--- config.mk ---
export PLATFORM = sky130hd
export DESIGN_NAME = dmach_engine
export DESIGN_NICKNAME = d
export VERILOG_FILES = /design/src/rtl/dmach_pkg.sv /design/src/rtl/dmach_bytes.sv /design/src/rtl/dmach_cpreg.sv /design/src/rtl/dmach_seq.sv /design/src/rtl/dmach_engine.sv
export SDC_FILE = /design/constraint.sdc
export NUM_CORES = 1
export LEC_CHECK = 0
export BUFFER_PORTS_ARGS = -buffer_cell sky130_fd_sc_hd__buf_2
export CORE_AREA = 2 2 157 236
export CTS_CLUSTER_DIAMETER = 50
export DETAILED_ROUTE_END_ITERATION = 6
export DIE_AREA = 0 0 159 238
export PLACE_DENSITY = 0.42
export SLEW_MARGIN = 30
export SYNTH_ARGS = -nofsm -noshare
export SYNTH_HDL_FRONTEND = slang
export SYNTH_SLANG_ARGS = --single-unit
--- constraint.sdc ---
create_clock -name clk -period 5.42 [get_ports clk]
set_input_delay 0.542 -clock clk [delete_from_list [all_inputs] [get_ports clk]]
set_output_delay 0.542 -clock clk [all_outputs]
set_load 0.01 [all_outputs]
--- src/rtl/dmach_pkg.sv ---
package dmach_pkg;

    localparam int LEN_W      = 11;
    localparam int BIT_SOP    = 31;
    localparam int BIT_EOP    = 30;
    localparam int BIT_OWN    = 29;
    localparam int BIT_EOQ    = 28;
    localparam int BIT_TDC    = 27;
    localparam int BIT_DIR_EN = 20;
    localparam int PORT_LSB   = 16;
    localparam int PORT_W     = 3;
    localparam logic [31:0] TD_MARK = 32'hFFFF_FFFC;

    // word offsets inside one descriptor
    localparam int OFS_NEXT = 0;
    localparam int OFS_BUF  = 1;
    localparam int OFS_MODE = 3;

    typedef enum logic [3:0] {
        S_IDLE,
        S_A0,     // read request for link word
        S_A1,     // capture link, request buffer word
        S_A2,     // capture buffer, request mode word
        S_A3,     // capture mode, decide
        S_LDW,    // request buffer data word
        S_CAPW,   // capture buffer data word
        S_SEND,   // stream bytes
        S_WB      // write mode word back
    } seq_st_t;

    typedef struct packed {
        logic [31:0] nxt;
        logic [31:0] bufp;
        logic [31:0] mode;
    } desc_t;

    function automatic logic [31:0] handback_mode(input logic [31:0] m,
                                                  input logic end_q);
        logic [31:0] r;
        r          = m;
        r[BIT_OWN] = 1'b0;
        r[BIT_EOQ] = end_q;
        return r;
    endfunction

endpackage

--- src/rtl/dmach_bytes.sv ---
module dmach_bytes
    import dmach_pkg::*;
(
    input  logic             clk,
    input  logic             rst,
    input  logic             start,
    input  logic [LEN_W-1:0] len_in,
    input  logic             load,
    input  logic [31:0]      word_in,
    input  logic             adv,
    output logic [7:0]       byte_out,
    output logic             is_last,
    output logic             word_end
);

    logic [31:0]      word_q;
    logic [LEN_W-1:0] cnt_q;
    logic [LEN_W-1:0] len_q;

    always_ff @(posedge clk) begin
        if (rst) begin
            word_q <= '0;
            cnt_q  <= '0;
            len_q  <= '0;
        end else begin
            if (start) begin
                cnt_q <= '0;
                len_q <= len_in;
            end else if (adv) begin
                cnt_q <= cnt_q + LEN_W'(1);
            end
            if (load) word_q <= word_in;
        end
    end

    assign byte_out = word_q[{cnt_q[1:0], 3'b000} +: 8];
    assign is_last  = (cnt_q == len_q - LEN_W'(1));
    assign word_end = (cnt_q[1:0] == 2'd3);

endmodule

--- src/rtl/dmach_cpreg.sv ---
module dmach_cpreg
    import dmach_pkg::*;
(
    input  logic        clk,
    input  logic        rst,
    input  logic        complete_evt,
    input  logic [31:0] complete_addr,
    input  logic        td_evt,
    input  logic        cp_wr,
    input  logic [31:0] cp_wdata,
    output logic [31:0] cp_q,
    output logic        cp_pend,
    output logic        td_done,
    output logic        irq_pulse
);

    logic ack_hit;
    assign ack_hit = cp_wr && (cp_wdata == cp_q);

    always_ff @(posedge clk) begin
        if (rst) begin
            cp_q      <= '0;
            cp_pend   <= 1'b0;
            td_done   <= 1'b0;
            irq_pulse <= 1'b0;
        end else begin
            irq_pulse <= complete_evt;
            if (td_evt) begin
                cp_q    <= TD_MARK;
                cp_pend <= 1'b1;
                td_done <= 1'b1;
            end else if (complete_evt) begin
                cp_q    <= complete_addr;
                cp_pend <= 1'b1;
            end else if (ack_hit) begin
                cp_pend <= 1'b0;
                if (cp_wdata == TD_MARK) td_done <= 1'b0;
            end
        end
    end

endmodule

--- src/rtl/dmach_seq.sv ---
module dmach_seq
    import dmach_pkg::*;
#(
    parameter int AW = 10
) (
    input  logic              clk,
    input  logic              rst,
    input  logic              chan_en,
    input  logic              hdp_wr,
    input  logic [31:0]       hdp_wdata,
    input  logic              td_req,
    input  logic              td_done,
    output logic              mem_rd,
    output logic              mem_wr,
    output logic [AW-1:0]     mem_addr,
    output logic [31:0]       mem_wdata,
    input  logic [31:0]       mem_rdata,
    output logic              out_valid,
    input  logic              out_ready,
    output logic              out_port_en,
    output logic [PORT_W-1:0] out_port,
    output logic              bu_start,
    output logic [LEN_W-1:0]  bu_len,
    output logic              bu_load,
    output logic              bu_adv,
    input  logic              bu_last,
    input  logic              bu_word_end,
    output logic              complete_evt,
    output logic [31:0]       complete_addr,
    output logic              td_evt,
    output logic              busy
);

    seq_st_t        st_q;
    desc_t          d_q;
    logic [31:0]    cur_q;
    logic [AW-1:0]  wptr_q;
    logic           td_pend_q;

    logic [AW-1:0]  dw;
    logic           start;
    logic           td_act;
    logic           owned;
    logic           nonempty;
    logic           hs;

    assign dw       = cur_q[AW+1:2];
    assign td_act   = (td_req || td_pend_q) && (st_q != S_WB);
    assign start    = hdp_wr && chan_en && (hdp_wdata != 32'd0) &&
                      (st_q == S_IDLE) && !td_done && !td_act;
    assign owned    = mem_rdata[BIT_OWN];
    assign nonempty = (mem_rdata[LEN_W-1:0] != '0);
    assign hs       = out_valid && out_ready;

    always_ff @(posedge clk) begin
        if (rst) begin
            st_q      <= S_IDLE;
            d_q       <= '0;
            cur_q     <= '0;
            wptr_q    <= '0;
            td_pend_q <= 1'b0;
        end else begin
            td_pend_q <= td_req && (st_q == S_WB);
            if (td_act) begin
                st_q <= S_IDLE;
            end else begin
                unique case (st_q)
                    S_IDLE: if (start) begin
                        cur_q <= hdp_wdata;
                        st_q  <= S_A0;
                    end
                    S_A0: st_q <= S_A1;
                    S_A1: begin
                        d_q.nxt <= mem_rdata;
                        st_q    <= S_A2;
                    end
                    S_A2: begin
                        d_q.bufp <= mem_rdata;
                        st_q     <= S_A3;
                    end
                    S_A3: begin
                        d_q.mode <= mem_rdata;
                        wptr_q   <= d_q.bufp[AW+1:2];
                        if (!owned)        st_q <= S_IDLE;
                        else if (nonempty) st_q <= S_LDW;
                        else               st_q <= S_WB;
                    end
                    S_LDW:  st_q <= S_CAPW;
                    S_CAPW: st_q <= S_SEND;
                    S_SEND: if (hs) begin
                        if (bu_last) begin
                            st_q <= S_WB;
                        end else if (bu_word_end) begin
                            wptr_q <= wptr_q + AW'(1);
                            st_q   <= S_LDW;
                        end
                    end
                    S_WB: begin
                        if (d_q.nxt == 32'd0) begin
                            st_q <= S_IDLE;
                        end else begin
                            cur_q <= d_q.nxt;
                            st_q  <= S_A0;
                        end
                    end
                    default: st_q <= S_IDLE;
                endcase
            end
        end
    end

    always_comb begin
        mem_addr = dw;
        unique case (st_q)
            S_A1:         mem_addr = dw + AW'(OFS_BUF);
            S_A2, S_WB:   mem_addr = dw + AW'(OFS_MODE);
            S_LDW:        mem_addr = wptr_q;
            default:      mem_addr = dw + AW'(OFS_NEXT);
        endcase
    end

    assign mem_rd    = (st_q == S_A0) || (st_q == S_A1) ||
                       (st_q == S_A2) || (st_q == S_LDW);
    assign mem_wr    = (st_q == S_WB);
    assign mem_wdata = handback_mode(d_q.mode, d_q.nxt == 32'd0);

    assign out_valid   = (st_q == S_SEND);
    assign out_port_en = d_q.mode[BIT_DIR_EN];
    assign out_port    = d_q.mode[PORT_LSB +: PORT_W];

    assign bu_start = (st_q == S_A3) && owned && nonempty;
    assign bu_len   = mem_rdata[LEN_W-1:0];
    assign bu_load  = (st_q == S_CAPW);
    assign bu_adv   = hs;

    assign complete_evt  = mem_wr;
    assign complete_addr = cur_q;
    assign td_evt        = td_act;
    assign busy          = (st_q != S_IDLE);

    logic unused_bufp;
    assign unused_bufp = ^{d_q.bufp[31:AW+2], d_q.bufp[1:0], cur_q[1:0], cur_q[31:AW+2]};

endmodule

--- src/rtl/dmach_engine.sv ---
module dmach_engine
    import dmach_pkg::*;
#(
    parameter int AW = 10
) (
    input  logic          clk,
    input  logic          rst,
    input  logic          chan_en,
    input  logic          hdp_wr,
    input  logic [31:0]   hdp_wdata,
    input  logic          cp_wr,
    input  logic [31:0]   cp_wdata,
    input  logic          td_req,
    output logic          mem_rd,
    output logic          mem_wr,
    output logic [AW-1:0] mem_addr,
    output logic [31:0]   mem_wdata,
    input  logic [31:0]   mem_rdata,
    output logic          out_valid,
    input  logic          out_ready,
    output logic [7:0]    out_data,
    output logic          out_last,
    output logic          out_port_en,
    output logic [2:0]    out_port,
    output logic          busy,
    output logic [31:0]   cp_q,
    output logic          cp_pend,
    output logic          td_done,
    output logic          irq_pulse
);

    logic             bu_start;
    logic [LEN_W-1:0] bu_len;
    logic             bu_load;
    logic             bu_adv;
    logic             bu_last;
    logic             bu_word_end;
    logic             complete_evt;
    logic [31:0]      complete_addr;
    logic             td_evt;

    dmach_seq #(.AW(AW)) u_seq (
        .clk          (clk),
        .rst          (rst),
        .chan_en      (chan_en),
        .hdp_wr       (hdp_wr),
        .hdp_wdata    (hdp_wdata),
        .td_req       (td_req),
        .td_done      (td_done),
        .mem_rd       (mem_rd),
        .mem_wr       (mem_wr),
        .mem_addr     (mem_addr),
        .mem_wdata    (mem_wdata),
        .mem_rdata    (mem_rdata),
        .out_valid    (out_valid),
        .out_ready    (out_ready),
        .out_port_en  (out_port_en),
        .out_port     (out_port),
        .bu_start     (bu_start),
        .bu_len       (bu_len),
        .bu_load      (bu_load),
        .bu_adv       (bu_adv),
        .bu_last      (bu_last),
        .bu_word_end  (bu_word_end),
        .complete_evt (complete_evt),
        .complete_addr(complete_addr),
        .td_evt       (td_evt),
        .busy         (busy)
    );

    dmach_bytes u_bytes (
        .clk      (clk),
        .rst      (rst),
        .start    (bu_start),
        .len_in   (bu_len),
        .load     (bu_load),
        .word_in  (mem_rdata),
        .adv      (bu_adv),
        .byte_out (out_data),
        .is_last  (bu_last),
        .word_end (bu_word_end)
    );

    dmach_cpreg u_cp (
        .clk          (clk),
        .rst          (rst),
        .complete_evt (complete_evt),
        .complete_addr(complete_addr),
        .td_evt       (td_evt),
        .cp_wr        (cp_wr),
        .cp_wdata     (cp_wdata),
        .cp_q         (cp_q),
        .cp_pend      (cp_pend),
        .td_done      (td_done),
        .irq_pulse    (irq_pulse)
    );

    assign out_last = out_valid && bu_last;

endmodule

Word-level counts from Yosys, hierarchy flattened --
Index checks and enable logic that the tools add are counted.
Storage, ports and cells: bits in registers 212, bits of input ports 103, word-level logic and storage cells 106, output and inout port bits 94
Cells by class: equal/unequal tests 20, reductions and logical operators 39, add/subtract/negate cells 5, mux-type cells 25, bitwise operators 1, shifts and indexed selects 1
Operator list (count):
- $mux W32 | 4
- $pmux W32 S2 | 1
- $pmux W4 S9 | 1
- $eq A32 B32 Y1 | 1
- $eq A32 B32 Y1 const B | 1
- $logic_not A32 Y1 | 1
- $reduce_bool A32 Y1 | 1
- $shiftx A32 B6 Y8 | 1
- $mux W10 | 3
- $pmux W10 S3 | 1
- $mux W4 | 6
- $add A10 B1 Y10 const B | 2
- $pmux W10 S2 | 1
- $eq A4 B3 Y1 const B | 4
- $logic_and A1 B1 Y1 | 12
- $add A11 B1 Y11 const B | 1
- $eq A11 B11 Y1 | 1
- $reduce_bool A11 Y1 | 1
- $sub A11 B1 Y11 const B | 1
- $add A10 B2 Y10 const B | 1
- $reduce_bool A2 Y1 | 5
- $eq A4 B2 Y1 const B | 2
- $mux W1 | 8
- $ne A2 B1 Y1 const B | 3
- 17 further kinds | 28

Longest topological paths before layout --
Gate-level depths: netlist of run 1.
depth after elaboration 7, gate-level depth with buffers 11, mapped depth without buffers 10

By module --
A second synthesis of run 1 with hierarchy kept.
Second synthesis, totals: cell total of the unflattened synthesis 1255, area total of the unflattened synthesis 10473.8 sq um
Modules (own cells, without submodules):
- dmach_seq | seq. area each 2382.3 sq um, instances 1, cells an instance 797, area an instance 6175.9 sq um
- dmach_bytes | seq. area each 1081.0 sq um, instances 1, cells an instance 252, area an instance 2508.7 sq um
- dmach_cpreg | seq. area each 700.7 sq um, instances 1, cells an instance 205, area an instance 1783.0 sq um
- dmach_engine | seq. area each 0.0 sq um, instances 1, cells an instance 1, area an instance 6.3 sq um

Worst setup path before layout of run 1 --
Ideal clock, no wire load.
path type register -> output, start register u_seq.st_q[1], end output mem_addr[8], path buffers 1, setup slack 2.559 ns, cell stages (with the launch flop) 10, data required time 4.878 ns, arrival time 2.319 ns, path through dfxtp_1 > clkbuf_1 > nand3b_1 > a21oi_1 > inv_1 > fa_1 > nor2_1 > and3_1 > nand2b_1 > o311ai_0
Between the ends: word-level cells in the longest chain between the ends 3, elaborated cells between the ends (all ways) 6, classes of those cells eq/ne (4); mux (1); reduce/logical (1)
Ends and longest elaborated chain:
- start, declared | RTL line dmach_seq.sv:34 | seq_st_t st_q;
- start signal, assigned | RTL line dmach_seq.sv:57 | st_q <= S_IDLE;
- start signal, assigned | RTL line dmach_seq.sv:65 | st_q <= S_IDLE;
- start signal, assigned | RTL line dmach_seq.sv:70 | st_q <= S_A0;
- $eq A4 B2 Y1 or $eq A4 B4 Y1 (tied branches) | RTL line dmach_seq.sv:114 | unique case (st_q)
- $reduce_or A2 Y1 | RTL line dmach_seq.sv:114
- $pmux W10 S3 (*) | RTL line dmach_seq.sv:114
- end, declared | RTL line dmach_engine.sv:16 | output logic [AW-1:0] mem_addr,
Mark *: on every way between the ends. The rest lies on a longest branch, timed or not.

Worst setup path in the final report of run 1 --
Ends and elaborated chain as after synthesis.

==> results of run 1 <==
## final cells by class
class,instances,area (sq um)
clock inverter,15,234
timing repair buffer,208,1080
clock buffer,34,743
sequential,208,4160
antenna,1,2.50
inverter,10,37.5
multi-input combinational,905,5090
tap,478,598
fill,3906,23800
## layer usage
layer	track usage, %	share of wire, %	wire length, microns
met1	22.0	43	15000
met2	31.8	50	17300
met3	2.52	4.1	1430
met4	5.12	2.3	792
met5	0	0	0
## state kept, by name, indices dropped and copies added, names as in the netlist
name	flops
u_seq.d_q	42
u_seq.complete_addr	32
u_bytes.cnt_q	11
u_seq.st_q	4
u_bytes.len_q	11
u_seq.mem_wdata	30
u_cp.td_done	1
u_cp.cp_pend	1
u_bytes.word_q	32
u_seq.wptr_q	10
u_cp.irq_pulse	1
u_cp.cp_q	32
u_seq.td_pend_q	1
## power breakdown
group	switching [uW]	total [uW]	internal (uW)
combinational	145	234	88.9
clock	748	1970	1220
sequential	31.1	1590	1560
total	925	3790	2870
## worst reg2reg max path: stages (launching register included)
cell	delay, ns
dfxtp_1	0.62
nor2_1	0.17
nand3b_1	0.11
buf_4	0.54
inv_2	0.51
buf_4	0.34
nor3_1	0.22
nand3_1	0.09
o21ai_0	0.17
a21oi_1	0.08
## layout by cell type (no fill, tap or decap), types with 12 or more instances in the layout
cell       synthesis  layout
nand2_1          279     279
dfxtp_1          208     208
buf_2              2     194
nor2_1           119     119
a21oi_1          109     109
nor3_1            67      66
xnor2_1           38      38
a311oi_1          32      32
clkbuf_16          0      28
o21ai_0           26      26
nand3_1           25      25
nor4_1            25      25
mux2i_1           25      25
nand4_1           18      18
xor2_1            15      15
and3_1            14      13
buf_4             34      12
## per-stage QoR
stage	std cells	util [%]	hold slack [ns]	cell area [sq um]	setup slack [ns]
2_1_floorplan	1245	-	0.432	9890	2.56
3_3_place_gp	1809	30.7	0.441	11000	2.36
3_5_place_dp	1809	30.7	0.443	11000	2.34
4_1_cts	1858	33.4	0.226	12000	1.72
5_1_grt	1859	33.5	0.241	12000	1.54
6_report	1859	33.5	0.250	12000	1.79
## final timing paths
check,end,depth (start not counted)
worst max-delay path,mem_addr[8],9
worst min-delay path,u_seq.d_q[92],3
worst max register to register,u_cp.td_done,9
worst min register to register,u_cp.cp_q[1],2
## cells by family (layout without fill, tap and decap cells)
kind of cell | count (synthesis) | in the layout | synth area share, %
AO/OA/AOI/OAI | 226 | 226 | 15.1
XOR/XNOR | 53 | 53 | 4.70
other | 1 | 2 | 0.0379
adder cells (fa/ha/maj) | 5 | 5 | 0.709
flip-flops | 208 | 208 | 42.1
multiplexers | 33 | 33 | 4.35
buffers and inverters | 132 | 267 | 6.48
AND/OR/NAND/NOR | 587 | 587 | 26.5
## cell usage after synthesis, drive strengths merged (3+ instances only)
cell type	count	share of area (%)
nand2b	6	0.38
nor3b	3	0.23
nand4b	3	0.27
nand3	26	1.4
and3	14	0.89
nand4	18	1.1
nand2	280	11
nor4	25	1.6
buf	46	3.2
o21ai	30	1.6
mux4	8	1.8
mux2i	25	2.5
o31ai	8	0.61
a221o	5	0.51
a21oi	109	5.5
inv	9	0.34
nor3	69	3.7
dfxtp	208	42
xnor2	38	3.4
nor2	122	4.8
a31oi	6	0.38
o311ai	3	0.27
nor2b	7	0.44
or2	3	0.19
xor2	15	1.3
or3	3	0.19
o211ai	10	1.3
a211oi	4	0.30
clkbuf	76	2.9
a22oi	4	0.30
ha	4	0.51
a311oi	32	2.8
==> results.yml, run 1 <==
yosys:
  synth_seq_cells: 208
  synth-seq-area-share_pct: 42.1
  synth_area_sq_um: 9890
  postSynthCellCount: 1245
  yosys_warnings: 0
  postSynthAreaPerCell_sq_um: 7.94
  synth.distinct_cells: 69
  synth-edff-count: 0
  synth_ff_type: "dfxtp_1"
  synth_fp_nets: 1353
  async_flop_share_pct: 0
placement:
  dpl.hpwl_microns: 24400
  place_congestion: 0.865
  portBuffers: 195
worst_setup_path:
  path_buf_inv: 2
  startpoint: "u_seq.st_q[1]"
  rr_startpoint: "u_seq.st_q[1]"
  cp_top_family: "flip-flops"
  crit_required_ns: 4.88
  critPathCaptureType: "primary output"
  start_kind: "flop"
  slowest_delay_ns: 0.62
  worstPathArrival_ns: 3.09
  crit_type: "reg -> out"
  slowest_stage: "dfxtp_1"
  path_cells: "nand3b_1 -> a21oi_1 -> inv_1 -> fa_1 -> nor2_1 -> and3_1 -> nand2b_1 -> o311ai_0 -> buf_2"
  crit_fanout: 16
  r2r_slack_ns: 2.41
clocking:
  cts_setup_buffers: 0
  cts-root-buf: "clkbuf_16"
  post_cts_resized: 0
  cts_tree: "done"
  worstSkewPairLatency_ns: 0.56
  cts_max_level: 1
  cts_buffers: 28
  clockBufferDepth: 3
  clkSlewWorstSetupHoldPaths_ns: 0.06
  cts.sinks: 208
  hold_buffers: 0
final_layout:
  nNetsFinal: 1469
  syn_to_final_growth_pct: 21.0
  drive_gt1_share_pct: 21.2
hold_path:
  min_path_type: "in -> reg"
  min_from: "mem_rdata[28]"
sta:
  clock_skew_ns: 0.0210
  setup_viol: 0
  slew_headroom_pct: 39.5
  finalHoldViolCount: 0
  grt_setup_unrepaired: "no"
  tns_ns: 0
  max_freq_mhz: 276
  layout_min_cycle_time_ns: 3.63
  period_share_pct: 67.0
  tightestPinTransition_ns: 0.904
  maxSlewViolCount: 0
detailed_routing:
  wirelength_microns: 34500
  drc: 0
  dr.first_iter.drc_count: 525
  via_count: 9022
  final_antenna_net_count: 0
  wire_per_inst_microns: 18.6
  via_per_inst: 4.85
  first_pass_iters: 5
global_routing:
  grt-ovfl-total: 0
  grt_pass1_vias: 8851
  grt_pass1_wl_microns: 53100
  grt_max_degree: 109
  antenna_found_initial: 1
  grt_usage_pct: 17.7
die:
  io_pins: 197
  die_y_microns: 238
  start_util_pct: 27.7
  fp.dieW_microns: 159
  rows: 85
  core_area_sq_um: 35700
  die_area_sq_um: 37800
run:
  maxCapViolCount: 0
pwr:
  power_uw: 3790
  ir_drop_mv: 0.231
  cellLeakagePower_uw: 0.00462
  power.density_nw_per_um2: 317
outcome:
  outcome: "finished, final reports clean"
No activity file was read; power rests on OpenSTA's default activity.
==> run 2: changes to the inputs <==
--- a/config.mk
+++ b/config.mk
@@ -5,11 +5,12 @@
 export SDC_FILE = /design/constraint.sdc
 export NUM_CORES = 1
 export LEC_CHECK = 0
+export ABC_AREA = 1
 export BUFFER_PORTS_ARGS = -buffer_cell sky130_fd_sc_hd__buf_2
-export CORE_AREA = 2 2 157 236
+export CORE_AREA = 2 2 158 237
 export CTS_CLUSTER_DIAMETER = 50
 export DETAILED_ROUTE_END_ITERATION = 6
-export DIE_AREA = 0 0 159 238
+export DIE_AREA = 0 0 160 239
 export PLACE_DENSITY = 0.42
 export SLEW_MARGIN = 30
 export SYNTH_ARGS = -nofsm -noshare
==> constraint.sdc (replaced) <==
create_clock -name clk -period 3.7 [get_ports clk]
set_input_delay 0.37 -clock clk [delete_from_list [all_inputs] [get_ports clk]]
set_output_delay 0.37 -clock clk [all_outputs]
set_load 0.01 [all_outputs]
==> run 2 against run 1 <==
Effect of this change:
- sequential share of layout area shrank 0.44 points
- synthesized cell count rose by 16%
- synthesized area rose by 1.0%
- clock power is 40% higher
- sequential power is 46% higher
- setup slack worse by 1.5 ns
- clock skew hardly changed
- sequential cell count unchanged
- count of clock-buffer cells in the layout shrank 1
- critical endpoint unchanged
- largest cell class unchanged
==> results.yml, run 2 <==
outcome:
  outcome: "finished, final reports clean"
hold_path:
  hold_depth: 3
  min_path_type: "in -> reg"
  hold_end: "u_seq.td_pend_q"
  min_from: "td_req"
yosys:
  synthTopCellsByArea: "dfxtp_1 (42%), nor2_1 (10%), o21ai_0 (10%), nand2_1 (8.0%), a21oi_1 (4.6%)"
  synth_ff_type: "dfxtp_1"
  synth.most_common_cell: "nor2_1"
  postSynthCellCount: 1439
  async_flop_share_pct: 0
  synth-edff-count: 0
  synth_area_sq_um: 9990
  postSynthAreaPerCell_sq_um: 6.94
  synth-seq-area-share_pct: 41.7
  synth.largest_area_cell: "dfxtp_1"
  netlist_top_cells_count: "nor2_1 (269), nand2_1 (212), dfxtp_1 (208)"
  synth_seq_cells: 208
  synth_fp_nets: 1547
  synth_top_area_share_pct: 41.7
  yosys_warnings: 0
  synth.distinct_cells: 41
global_routing:
  grt_use_met2_pct: 32.1
  busiest_layer: "met2"
  grt-ovfl-total: 0
  grtUsageMet3_pct: 3.05
  grt_pass1_vias: 9534
  grt_max_degree: 74
  antenna_found_initial: 0
  gr-usage-met1_pct: 23.2
  grt_usage_pct: 18.5
  grt_pass1_wl_microns: 55800
sta:
  max_freq_mhz: 294
  period_share_pct: 92.0
  slew_headroom_pct: 45.9
  setup_viol: 0
  tightestPinTransition_ns: 0.806
  grt_setup_unrepaired: "no"
  layout_min_cycle_time_ns: 3.41
  maxSlewViolCount: 0
  clock_skew_ns: 0.0212
  finalHoldViolCount: 0
  tns_ns: 0
worst_setup_path:
  r2r_slack_ns: 0.80
  crit_type: "reg -> out"
  crit_required_ns: 3.33
  rr_worst_depth: 10
  critPathCaptureType: "primary output"
  start_kind: "flop"
  reg2reg_to: "u_seq.d_q[72]"
  rr_startpoint: "u_seq.st_q[0]"
  crit_fanout: 5
  worstPathArrival_ns: 3.04
clocking:
  cts_buffers: 26
  worstSkewPairLatency_ns: 0.55
  cts.sinks: 208
  cts_tree: "done"
  clockBufferDepth: 3
  cts_max_level: 1
  cts-root-buf: "clkbuf_16"
  cts_setup_buffers: 0
  hold_buffers: 0
  post_cts_resized: 0
  clkSlewWorstSetupHoldPaths_ns: 0.06
final_layout:
  instances_no_fill: 2073
  fillers: 4082
  multiInputGateArea_sq_um: 4830
  top_register: "u_seq.d_q"
  largest_reg_flops: 42
  drive_gt1_share_pct: 17.8
  syn_to_final_growth_pct: 21.3
  n_antenna_cell: 0
  final_common_cell: "nor2_1"
  nNetsFinal: 1679
  final_util_pct: 33.3
  seqCellArea_sq_um: 4170
  layout_common_cells: "nor2_1 (267), nand2_1 (212), dfxtp_1 (207)"
die:
  die_area_sq_um: 38200
  rows: 86
  fp.dieW_microns: 160
  core_area_sq_um: 36400
  start_util_pct: 27.5
  io_pins: 197
  die_y_microns: 239
detailed_routing:
  wire_per_inst_microns: 17.4
  via_count: 9758
  final_antenna_net_count: 0
  dr.first_iter.drc_count: 561
  drc: 0
  via_per_inst: 4.71
  first_pass_iters: 5
  wirelength_microns: 36100
pwr:
  ir_drop_mv: 0.290
  power.density_nw_per_um2: 454
  cellLeakagePower_uw: 0.00531
placement:
  portBuffers: 195
  dpl.hpwl_microns: 25700
  dp.cells: 2027
  place_congestion: 0.879
run:
  maxCapViolCount: 0
-- run 2: changes by cell type after synthesis, sizes merged, moves of 13 or more --
cell / previous run / this run
a311oi: 32 / 0
and3: 14 / 1
a221oi: 1 / 20
mux2i: 25 / 0
xnor2: 38 / 8
nand3: 26 / 68
inv: 9 / 124
o21ai: 30 / 200
nor3: 69 / 14
nand2: 280 / 214
clkbuf: 76 / 60
nor2: 122 / 273
a21oi: 109 / 91
-- run 2: how the worst max path moves through the flow --
stage	start	to	slack [ns]	depth (start not counted)
after global placement	u_seq.st_q[2]	mem_addr[8]	0.67	16
after floorplan	u_seq.st_q[0]	mem_addr[8]	0.94	15
after global routing	u_seq.st_q[2]	mem_addr[9]	0.01	15
after detailed placement	u_seq.st_q[2]	mem_addr[8]	0.68	16
after CTS	u_seq.st_q[2]	mem_addr[8]	0.09	16
final	u_seq.st_q[2]	mem_addr[8]	0.29	16
-- run 2: cell families (layout without fill, tap and decap cells) --
family          after synthesis  count (layout)  share of synthesized area, %
simple gates                621             621                          26.0
compound gates              341             341                          18.7
buf+inv                     233             383                          10.3
flops                       208             208                          41.7
xor+xnor                     30              30                          2.63
fa+ha+maj                     5               5                         0.702
other cells                   1               1                        0.0375
-- run 2: area by class of cell --
cell class / instances / share of cell area (%)
Clock inverter: 13 / 1.81
Tap cell: 484 / 5.00
Multi-Input combinational cell: 998 / 39.9
Sequential cell: 208 / 34.4
Clock buffer: 33 / 5.84
Inverter: 125 / 3.87
Timing Repair Buffer: 212 / 9.21
-- run 2: power by group --
group	switching, uW	internal [uW]	total, uW
registers	31.9	2290	2320
logic	275	143	419
clock network	1050	1710	2760
total	1360	4140	5500
-- run 2: worst max-delay path, stage by stage (launching register included) --
cell and delay [ns]:
dfxtp_1 0.39, nor2_4 0.16, inv_1 0.07, nor2_1 0.13, nor2_1 0.10, fa_1 0.38, or2_2 0.32, nor2_1 0.09
inv_1 0.05, nor2_1 0.08, inv_1 0.07, nor3_2 0.13, inv_1 0.07, o21ai_0 0.14, nand3_1 0.08, o221ai_1 0.07
buf_2 0.17
-- run 2: stage by stage --
step	hold slack (ns)	worst slack, ns	instance area (sq um)	total power, uW
5_1_grt	0.0939	0.0119	12100	5730
2_1_floorplan	0.425	0.944	9990	2560
4_1_cts	0.0755	0.0854	12100	5600
6_report	0.105	0.295	12100	5500
3_5_place_dp	0.443	0.683	11200	2790
3_3_place_gp	0.437	0.675	11200	2790
-- run 2: per-layer routing --
metal / wire (microns) / share of wire [%] / vias to the layer above
met5: 0 / 0 / -
met1: 16000 / 45 / 4463
met3: 1750 / 4.9 / 51
met2: 17300 / 48 / 245
met4: 922 / 2.6 / 0
li1: - / - / 4999
